==> src/rtl/nic_cmd_pkg.sv <==
package nic_cmd_pkg;
    localparam int REG_W = 16;
    localparam int CMD_W = 10;

    localparam int CB_HALT_TX  = 0;
    localparam int CB_TX_GO    = 1;
    localparam int CB_RX_OFF   = 2;
    localparam int CB_RX_ON    = 3;
    localparam int CB_TMR_STOP = 4;
    localparam int CB_TMR_RUN  = 5;
    localparam int CB_SRST     = 7;
    localparam int CB_RES_RD   = 8;
    localparam int CB_FLT_LD   = 9;

    localparam logic [REG_W-1:0] CMD_KEEP  = 16'h03BF;
    localparam logic [REG_W-1:0] ST_IMPL   = 16'h1EE0;
    localparam int               ST_RES_EMPTY = 5;
    localparam logic [REG_W-1:0] CFG1_KEEP = 16'hBFFF;
    localparam logic [REG_W-1:0] CFG2_KEEP = 16'hF017;
    localparam logic [REG_W-1:0] MASK_KEEP = 16'h7FFF;
    localparam logic [REG_W-1:0] EOB_INIT  = 16'h02F8;

    localparam int A_CMD   = 0;
    localparam int A_CFG1  = 1;
    localparam int A_CFG2  = 2;
    localparam int A_IMASK = 3;
    localparam int A_ISTAT = 4;
    localparam int A_EOB   = 5;

    typedef enum logic {
        MODE_RESET = 1'b0,
        MODE_RUN   = 1'b1
    } mode_e;
endpackage

==> src/rtl/nic_mode_fsm.sv <==
module nic_mode_fsm
    import nic_cmd_pkg::*;
(
    input  logic clk,
    input  logic rst_n,
    input  logic cmd_wr,
    input  logic cmd_srst,
    output logic in_reset
);
    mode_e state_q, state_d;

    // Next state: SW_RESET, LEAVE_RESET or HOLD
    always_comb begin
        state_d = state_q;
        unique case (state_q)
            MODE_RESET: if (cmd_wr && !cmd_srst) state_d = MODE_RUN;
            MODE_RUN:   if (cmd_wr && cmd_srst)  state_d = MODE_RESET;
            default:    state_d = MODE_RESET;
        endcase
    end

    // State register; HW_RESET enters MODE_RESET
    always_ff @(posedge clk or negedge rst_n) begin
        if (!rst_n) state_q <= MODE_RESET;
        else        state_q <= state_d;
    end

    // Output process
    always_comb begin
        unique case (state_q)
            MODE_RESET: in_reset = 1'b1;
            MODE_RUN:   in_reset = 1'b0;
            default:    in_reset = 1'b1;
        endcase
    end

    p_leave_reset_r5: assert property (@(posedge clk) disable iff (!rst_n)
        (state_q == MODE_RESET && cmd_wr && !cmd_srst) |=> (state_q == MODE_RUN));
    p_enter_reset_r4: assert property (@(posedge clk) disable iff (!rst_n)
        (cmd_wr && cmd_srst) |=> (state_q == MODE_RESET));
endmodule

==> src/rtl/nic_cmd_bits.sv <==
module nic_cmd_bits
    import nic_cmd_pkg::*;
(
    input  logic             clk,
    input  logic             rst_n,
    input  logic             cmd_wr,
    input  logic [REG_W-1:0] wdata,
    input  logic             res_rd_req,
    input  logic [CMD_W-1:0] done_i,
    output logic [CMD_W-1:0] cmd_q,
    output logic [CMD_W-1:0] go_q
);
    localparam logic [CMD_W-1:0] KEEP    = CMD_KEEP[CMD_W-1:0];
    localparam logic [CMD_W-1:0] SRST_B  = CMD_W'(1) << CB_SRST;
    localparam logic [CMD_W-1:0] RST_CLR = (CMD_W'(1) << CB_HALT_TX) | (CMD_W'(1) << CB_TX_GO)
                                         | (CMD_W'(1) << CB_RES_RD)  | (CMD_W'(1) << CB_FLT_LD);
    localparam logic [CMD_W-1:0] INIT    = (CMD_W'(1) << CB_TMR_STOP) | (CMD_W'(1) << CB_RX_OFF);

    logic [CMD_W-1:0] req, nxt;

    always_comb begin
        nxt = cmd_q & ~done_i;
        req = '0;
        if (cmd_wr) begin
            req = wdata[CMD_W-1:0] & KEEP;
            nxt = nxt | req;
            if (req[CB_RX_OFF] && !req[CB_RX_ON])    nxt[CB_RX_ON]   = 1'b0;
            if (req[CB_RX_ON])                       nxt[CB_RX_OFF]  = 1'b0;
            if (req[CB_TMR_STOP] && !req[CB_TMR_RUN]) nxt[CB_TMR_RUN] = 1'b0;
            if (req[CB_TMR_RUN])                     nxt[CB_TMR_STOP] = 1'b0;
            if (req[CB_SRST]) begin
                nxt = nxt & ~RST_CLR;
                nxt[CB_RX_OFF] = 1'b1;
            end
        end
        if (res_rd_req) begin
            req[CB_RES_RD] = 1'b1;
            nxt[CB_RES_RD] = 1'b1;
        end
        nxt[CB_SRST] = 1'b0;
    end

    always_ff @(posedge clk or negedge rst_n) begin
        if (!rst_n) begin
            cmd_q <= INIT;
            go_q  <= '0;
        end else begin
            cmd_q <= nxt;
            go_q  <= req & (nxt | SRST_B);
        end
    end

    p_go_has_bit_r6: assert property (@(posedge clk) disable iff (!rst_n)
        ((go_q & ~SRST_B & ~cmd_q) == '0));
    p_timer_exclusive_r3: assert property (@(posedge clk) disable iff (!rst_n)
        !(cmd_q[CB_TMR_STOP] && cmd_q[CB_TMR_RUN]));
    p_done_clears_r7: assert property (@(posedge clk) disable iff (!rst_n)
        (done_i[CB_TX_GO] && !cmd_wr) |=> !cmd_q[CB_TX_GO]);
endmodule

==> src/rtl/nic_irq_regs.sv <==
module nic_irq_regs
    import nic_cmd_pkg::*;
(
    input  logic             clk,
    input  logic             rst_n,
    input  logic             mask_wr,
    input  logic             stat_wr,
    input  logic [REG_W-1:0] wdata,
    input  logic [REG_W-1:0] evt_i,
    output logic [REG_W-1:0] mask_q,
    output logic [REG_W-1:0] stat_q,
    output logic             irq_o,
    output logic             res_rd_req
);
    logic [REG_W-1:0] clr, evt_m;

    assign clr        = stat_wr ? (wdata & stat_q) : '0;
    assign evt_m      = evt_i & ST_IMPL;
    assign res_rd_req = clr[ST_RES_EMPTY];
    assign irq_o      = |(mask_q & stat_q);

    always_ff @(posedge clk or negedge rst_n) begin
        if (!rst_n) begin
            mask_q <= '0;
            stat_q <= '0;
        end else begin
            if (mask_wr) mask_q <= wdata & MASK_KEEP;
            stat_q <= (stat_q & ~clr) | evt_m;
        end
    end

    p_evt_raises_irq_r8: assert property (@(posedge clk) disable iff (!rst_n)
        (((evt_m & mask_q) != '0) && !mask_wr) |=> irq_o);
    p_evt_wins_r9: assert property (@(posedge clk) disable iff (!rst_n)
        (evt_m != '0) |=> ((stat_q & $past(evt_m)) == $past(evt_m)));
endmodule

==> src/rtl/nic_cfg_regs.sv <==
module nic_cfg_regs
    import nic_cmd_pkg::*;
(
    input  logic             clk,
    input  logic             rst_n,
    input  logic             in_reset,
    input  logic             cfg1_wr,
    input  logic             cfg2_wr,
    input  logic             eob_wr,
    input  logic [REG_W-1:0] wdata,
    output logic [REG_W-1:0] cfg1_q,
    output logic [REG_W-1:0] cfg2_q,
    output logic [REG_W-1:0] eob_q
);
    always_ff @(posedge clk or negedge rst_n) begin
        if (!rst_n) begin
            cfg1_q <= '0;
            cfg2_q <= '0;
            eob_q  <= EOB_INIT;
        end else begin
            if (cfg1_wr && in_reset) cfg1_q <= wdata & CFG1_KEEP;
            if (cfg2_wr && in_reset) cfg2_q <= wdata & CFG2_KEEP;
            if (eob_wr)              eob_q  <= wdata;
        end
    end

    p_cfg_locked_r11: assert property (@(posedge clk) disable iff (!rst_n)
        !in_reset |=> ($stable(cfg1_q) && $stable(cfg2_q)));
endmodule

==> src/rtl/nic_cmd_irq_unit.sv <==
module nic_cmd_irq_unit
    import nic_cmd_pkg::*;
#(
    parameter int ADDR_W = 3
) (
    input  logic              clk,
    input  logic              rst_n,
    input  logic              reg_wr,
    input  logic [ADDR_W-1:0] reg_addr,
    input  logic [REG_W-1:0]  reg_wdata,
    output logic [REG_W-1:0]  reg_rdata,
    output logic [CMD_W-1:0]  op_go,
    input  logic [CMD_W-1:0]  op_done,
    input  logic [REG_W-1:0]  evt,
    output logic              irq,
    output logic              in_reset,
    output logic [REG_W-1:0]  cfg1,
    output logic [REG_W-1:0]  cfg2,
    output logic [REG_W-1:0]  eob_count
);
    localparam int NREG = 6;

    logic [NREG-1:0]  sel;
    logic [CMD_W-1:0] cmd_bits;
    logic [REG_W-1:0] mask_v, stat_v, cmd_full;
    logic             res_rd_req;

    for (genvar g = 0; g < NREG; g++) begin : g_dec
        assign sel[g] = reg_wr && (reg_addr == ADDR_W'(g));
    end

    nic_mode_fsm u_mode (
        .clk      (clk),
        .rst_n    (rst_n),
        .cmd_wr   (sel[A_CMD]),
        .cmd_srst (reg_wdata[CB_SRST]),
        .in_reset (in_reset)
    );

    nic_cmd_bits u_cmd (
        .clk        (clk),
        .rst_n      (rst_n),
        .cmd_wr     (sel[A_CMD]),
        .wdata      (reg_wdata),
        .res_rd_req (res_rd_req),
        .done_i     (op_done),
        .cmd_q      (cmd_bits),
        .go_q       (op_go)
    );

    nic_irq_regs u_irq (
        .clk        (clk),
        .rst_n      (rst_n),
        .mask_wr    (sel[A_IMASK]),
        .stat_wr    (sel[A_ISTAT]),
        .wdata      (reg_wdata),
        .evt_i      (evt),
        .mask_q     (mask_v),
        .stat_q     (stat_v),
        .irq_o      (irq),
        .res_rd_req (res_rd_req)
    );

    nic_cfg_regs u_cfg (
        .clk      (clk),
        .rst_n    (rst_n),
        .in_reset (in_reset),
        .cfg1_wr  (sel[A_CFG1]),
        .cfg2_wr  (sel[A_CFG2]),
        .eob_wr   (sel[A_EOB]),
        .wdata    (reg_wdata),
        .cfg1_q   (cfg1),
        .cfg2_q   (cfg2),
        .eob_q    (eob_count)
    );

    always_comb begin
        cmd_full          = {{(REG_W-CMD_W){1'b0}}, cmd_bits};
        cmd_full[CB_SRST] = in_reset;
    end

    always_comb begin
        case (reg_addr)
            ADDR_W'(A_CMD):   reg_rdata = cmd_full;
            ADDR_W'(A_CFG1):  reg_rdata = cfg1;
            ADDR_W'(A_CFG2):  reg_rdata = cfg2;
            ADDR_W'(A_IMASK): reg_rdata = mask_v;
            ADDR_W'(A_ISTAT): reg_rdata = stat_v;
            ADDR_W'(A_EOB):   reg_rdata = eob_count;
            default:          reg_rdata = '0;
        endcase
    end

    p_rdres_follows_clear_r10: assert property (@(posedge clk) disable iff (!rst_n)
        res_rd_req |=> (op_go[CB_RES_RD] && cmd_bits[CB_RES_RD]));
endmodule

==> config.mk <==
export PLATFORM = sky130hd
export DESIGN_NAME = nic_cmd_irq_unit
export DESIGN_NICKNAME = d
export VERILOG_FILES = /design/src/rtl/nic_cmd_pkg.sv /design/src/rtl/nic_mode_fsm.sv /design/src/rtl/nic_cmd_bits.sv /design/src/rtl/nic_irq_regs.sv /design/src/rtl/nic_cfg_regs.sv /design/src/rtl/nic_cmd_irq_unit.sv
export SDC_FILE = /design/constraint.sdc
export NUM_CORES = 1
export LEC_CHECK = 0
export CORE_MARGIN = 2
export CORE_UTILIZATION = 48
export DETAILED_ROUTE_END_ITERATION = 12
export PLACE_DENSITY = 0.81
export SLEW_MARGIN = 40
export SYNTH_ARGS = -nofsm -noshare
export SYNTH_HDL_FRONTEND = slang
export SYNTH_SLANG_ARGS = --single-unit
==> constraint.sdc <==
create_clock -name clk -period 2.2 [get_ports clk]
set_input_delay 0.44 -clock clk [delete_from_list [all_inputs] [get_ports clk]]
set_output_delay 0.44 -clock clk [all_outputs]
set_load 0.01 [all_outputs]
==> impl_metrics.env <==
export IMPL_fin_tns_setup_ps=0
export IMPL_drc_errors=0
export IMPL_die_w_um=98.4
export IMPL_power_clock_fraction=0.261
export IMPL_port_buffers=103
export IMPL_ys_warnings_count=0
export IMPL_grt_usage=0.251
export IMPL_fin_crit_sh=0.996
export IMPL_wl_per_cell_um=19.8
export IMPL_r2r_end="u_cfg.cfg2_q[14]"
export IMPL_ir_worst_vdd_mv=0.452
export IMPL_dr_pass1_iters=4
export IMPL_rsz0062_at_grt="yes"
export IMPL_clk_path_buf_depth=2
export IMPL_reg2reg_depth=3
export IMPL_yosysSeqAreaShare=0.523
export IMPL_p_comb_frac=0.291
export IMPL_maxCapViolations=0
export IMPL_cp_required_ps=1760
export IMPL_syn2layout_area_growth_pct=39.8
export IMPL_cp_top_family="buffers and inverters"
export IMPL_avgSynthCellArea_sq_um=12.6
export IMPL_cts_htree_levels=3
export IMPL_routed_wl_um=11700
export IMPL_hold_viol_final=0
export IMPL_hold_class="primary input to asynchronous set/reset pin"
export IMPL_synth_cell_area_sq_mm=0.00428
export IMPL_die_h_um=98.4
export IMPL_drive_gt1_frac=0.333
export IMPL_max_freq_mhz=456
export IMPL_crit_chain="clkbuf_4 -> bufbuf_16 -> mux2_2 -> a22oi_1 -> o21ai_0 -> dlygate4sd2_1"
export IMPL_final_util=0.689
export IMPL_r2r_setup_slack_ps=720
export IMPL_clock_sinks=89
export IMPL_p_leak_nw=2.65
export IMPL_vias_per_cell=5.62
export IMPL_fin_hold_ws_ps=31.2
export IMPL_p_int_mw=3.51
export IMPL_cts_tree="yes"
export IMPL_crit_fanout=5
export IMPL_clk_insertion_delay_late_ps=350
export IMPL_initial_utilization=0.493
export IMPL_setup_viol=0
export IMPL_grt_pass1_vias=3515
export IMPL_overflow=0
export IMPL_synth_top_area_share=0.474
export IMPL_dp_hpwl_um=8070
export IMPL_syn_inst=340
export IMPL_finalMaxSlewViolations=0
export IMPL_nets=526
export IMPL_synth_top_area_cell="dfrtp_1"
export IMPL_cellPowerDensity_mw_per_mm2=812
export IMPL_cp_end_kind="primary output"
export IMPL_startpoint_type="primary input"
export IMPL_seqPwrFrac=0.449
export IMPL_dp_slack_ps=-605
export IMPL_cp_arrival_ps=1750
export IMPL_synthFlopType="dfrtp_1"
export IMPL_core_area_sq_mm=0.00868
export IMPL_gp_congestion=0.871
export IMPL_worst_path_buf_inv=3
export IMPL_ys_types=49
export IMPL_first_iter_violations=141
export IMPL_ant_nets=0
export IMPL_critPathSlowestCell="mux2_2"
export IMPL_diodes=0
export IMPL_antenna_found_initial=0
export IMPL_path_class="primary input to primary output"
export IMPL_synth_edf_count=0
export IMPL_root_buffer="clkbuf_8"
export IMPL_grt_max_degree=56
export IMPL_setup_slack_ps=7.82
export IMPL_synth_async_reset_ratio=1.00
export IMPL_num_io_pins=124
export IMPL_switchingPower_mw=1.35
export IMPL_period_needed_ps=2190
export IMPL_clk_pin_slew_ps=80
export IMPL_outcome="completed"
export IMPL_synth_seq_cells=89
export IMPL_grt_pass1_wl_um=18900
export IMPL_numCtsBuffers=9
export IMPL_power_share_switching=0.278
export IMPL_fin_skew_ps=3.89
export IMPL_dieArea_sq_mm=0.00969
export IMPL_netlist_top_cells_area="dfrtp_1, mux2_2, dfstp_2"
export IMPL_num_vias=3322
export IMPL_slowest_delay_ps=320
export IMPL_num_rows=34
## synthesized netlist by cell type, types with 2 or more instances
cell type and instances:
a21boi_0 9, a21o_1 8, a21oi_1 8, a221oi_1 3, a22oi_1 9, a2bb2oi_1 4
a31o_2 2, a32oi_1 2, and2_1 4, and3_1 4, buf_1 3, buf_2 8
buf_4 13, buf_6 2, clkbuf_1 5, dfrtp_1 81, dfstp_2 8, inv_1 7
mux2_2 52, mux2_4 10, mux2i_1 16, nand2_1 10, nand2b_1 3, nand3_1 5
nand3_2 2, nor2_1 9, nor2b_1 10, nor3b_1 2, nor4b_4 2, o211ai_1 3
o21a_1 3, o21ai_0 13, or3_1 4
## power groups by stage
| stage | Sequential [mW] | Combinational, mW | Clock, mW |
|---|---|---|---|
| 2_1_floorplan | 2.23 | 0.564 | 0 |
| 3_5_place_dp | 2.20 | 1.40 | 0 |
| 4_1_cts | 2.17 | 1.41 | 1.28 |
| 3_3_place_gp | 2.19 | 1.36 | 0 |
| 5_1_grt | 2.22 | 1.51 | 1.36 |
| 6_report | 2.18 | 1.41 | 1.27 |
## sequential cells by signal (all words and copies together), names as in the netlist, named ones only
signal,count
u_cfg.cfg1_q,15
u_cfg.cfg2_q,8
u_cfg.eob_q,16
u_cmd.cmd_q,9
u_cmd.go_q,9
u_irq.mask_q,15
u_irq.stat_q,16
## stage by stage
stage | area (sq um) | std cells | power [mW]
after global placement | 5610 | 565 | 3.55
after global routing | 5980 | 591 | 5.08
after CTS | 5950 | 589 | 4.87
after detailed placement | 5610 | 565 | 3.60
after floorplan | 4310 | 349 | 2.79
final | 5980 | 591 | 4.86
## worst register-to-register path: cells and delay by family, from the launching register on
family | cells | cell delay, ps
flops | 1 | 430
buf+inv | 1 | 140
simple gates | 1 | 380
mux | 1 | 420
## cell type report
type | count | area [sq um]
clock buffers | 12 | 155
well taps | 108 | 135
repair buffers | 149 | 1450
clock inverters | 4 | 75.1
inverters | 7 | 30.0
fillers | 628 | 2700
flip-flops and latches | 89 | 2240
multi-input cells | 222 | 1900
## cell families after synthesis
family                 synth area share
AO/OA/AOI/OAI                     0.120
buffers and inverters            0.0506
flip-flops                        0.523
multiplexers                      0.215
other                          0.000876
AND/OR/NAND/NOR                  0.0915
## per-layer routing
layer | wire, um | up-vias | GRT usage
li1 | - | 1495 | -
met1 | 4950 | 1693 | 0.325
met2 | 5950 | 114 | 0.428
met3 | 563 | 20 | 0.0461
met4 | 212 | 0 | 0.0843
met5 | 0 | - | 0
## cells in the final DEF, fill, tap and decap left out, types with 3 or more instances in the layout
cell type and n:
clkdlybuf4s50_1 82, clkbuf_8 11, a21oi_1 8, mux2i_1 16, nand3_1 5, dfrtp_1 81, mux2_2 52, clkinvlp_4 3
and3_1 4, o211ai_1 3, dlygate4sd2_1 8, conb_1 10, or3_1 4, buf_4 36, a21boi_0 9, o21ai_1 5
inv_1 6, buf_2 3, o21ai_0 8, nand2_1 10, a22oi_1 8, clkbuf_2 4, a2bb2oi_1 4, buf_6 3
mux2_4 10, buf_12 5, nor2_1 8, nand2b_1 3, clkdlybuf4s15_1 4, o21a_1 3, dfstp_2 8, a21o_1 8
a221oi_2 3, nor2b_1 9, and2_1 4
## how the worst max path moves through the flow
stage	start	to	slack, ps	cells after the start
2_1_floorplan	reg_addr[1]	reg_rdata[2]	260	5
3_3_place_gp	reg_addr[0]	reg_rdata[0]	-590	6
3_5_place_dp	reg_addr[2]	reg_rdata[4]	-600	6
4_1_cts	reg_addr[0]	reg_rdata[6]	-2	7
5_1_grt	reg_addr[0]	reg_rdata[10]	-30	6
6_report	reg_addr[0]	reg_rdata[10]	8	6
## repair_timing
action                                  CTS  global route
gates cloned                              2             0
pin swaps                                 0             3
buffers inserted                          6             2
hold buffers                              0             0
resized for setup                        43            23
endpoints found under the setup margin   17            14
Note: power is estimated with default switching activity, not from simulation.
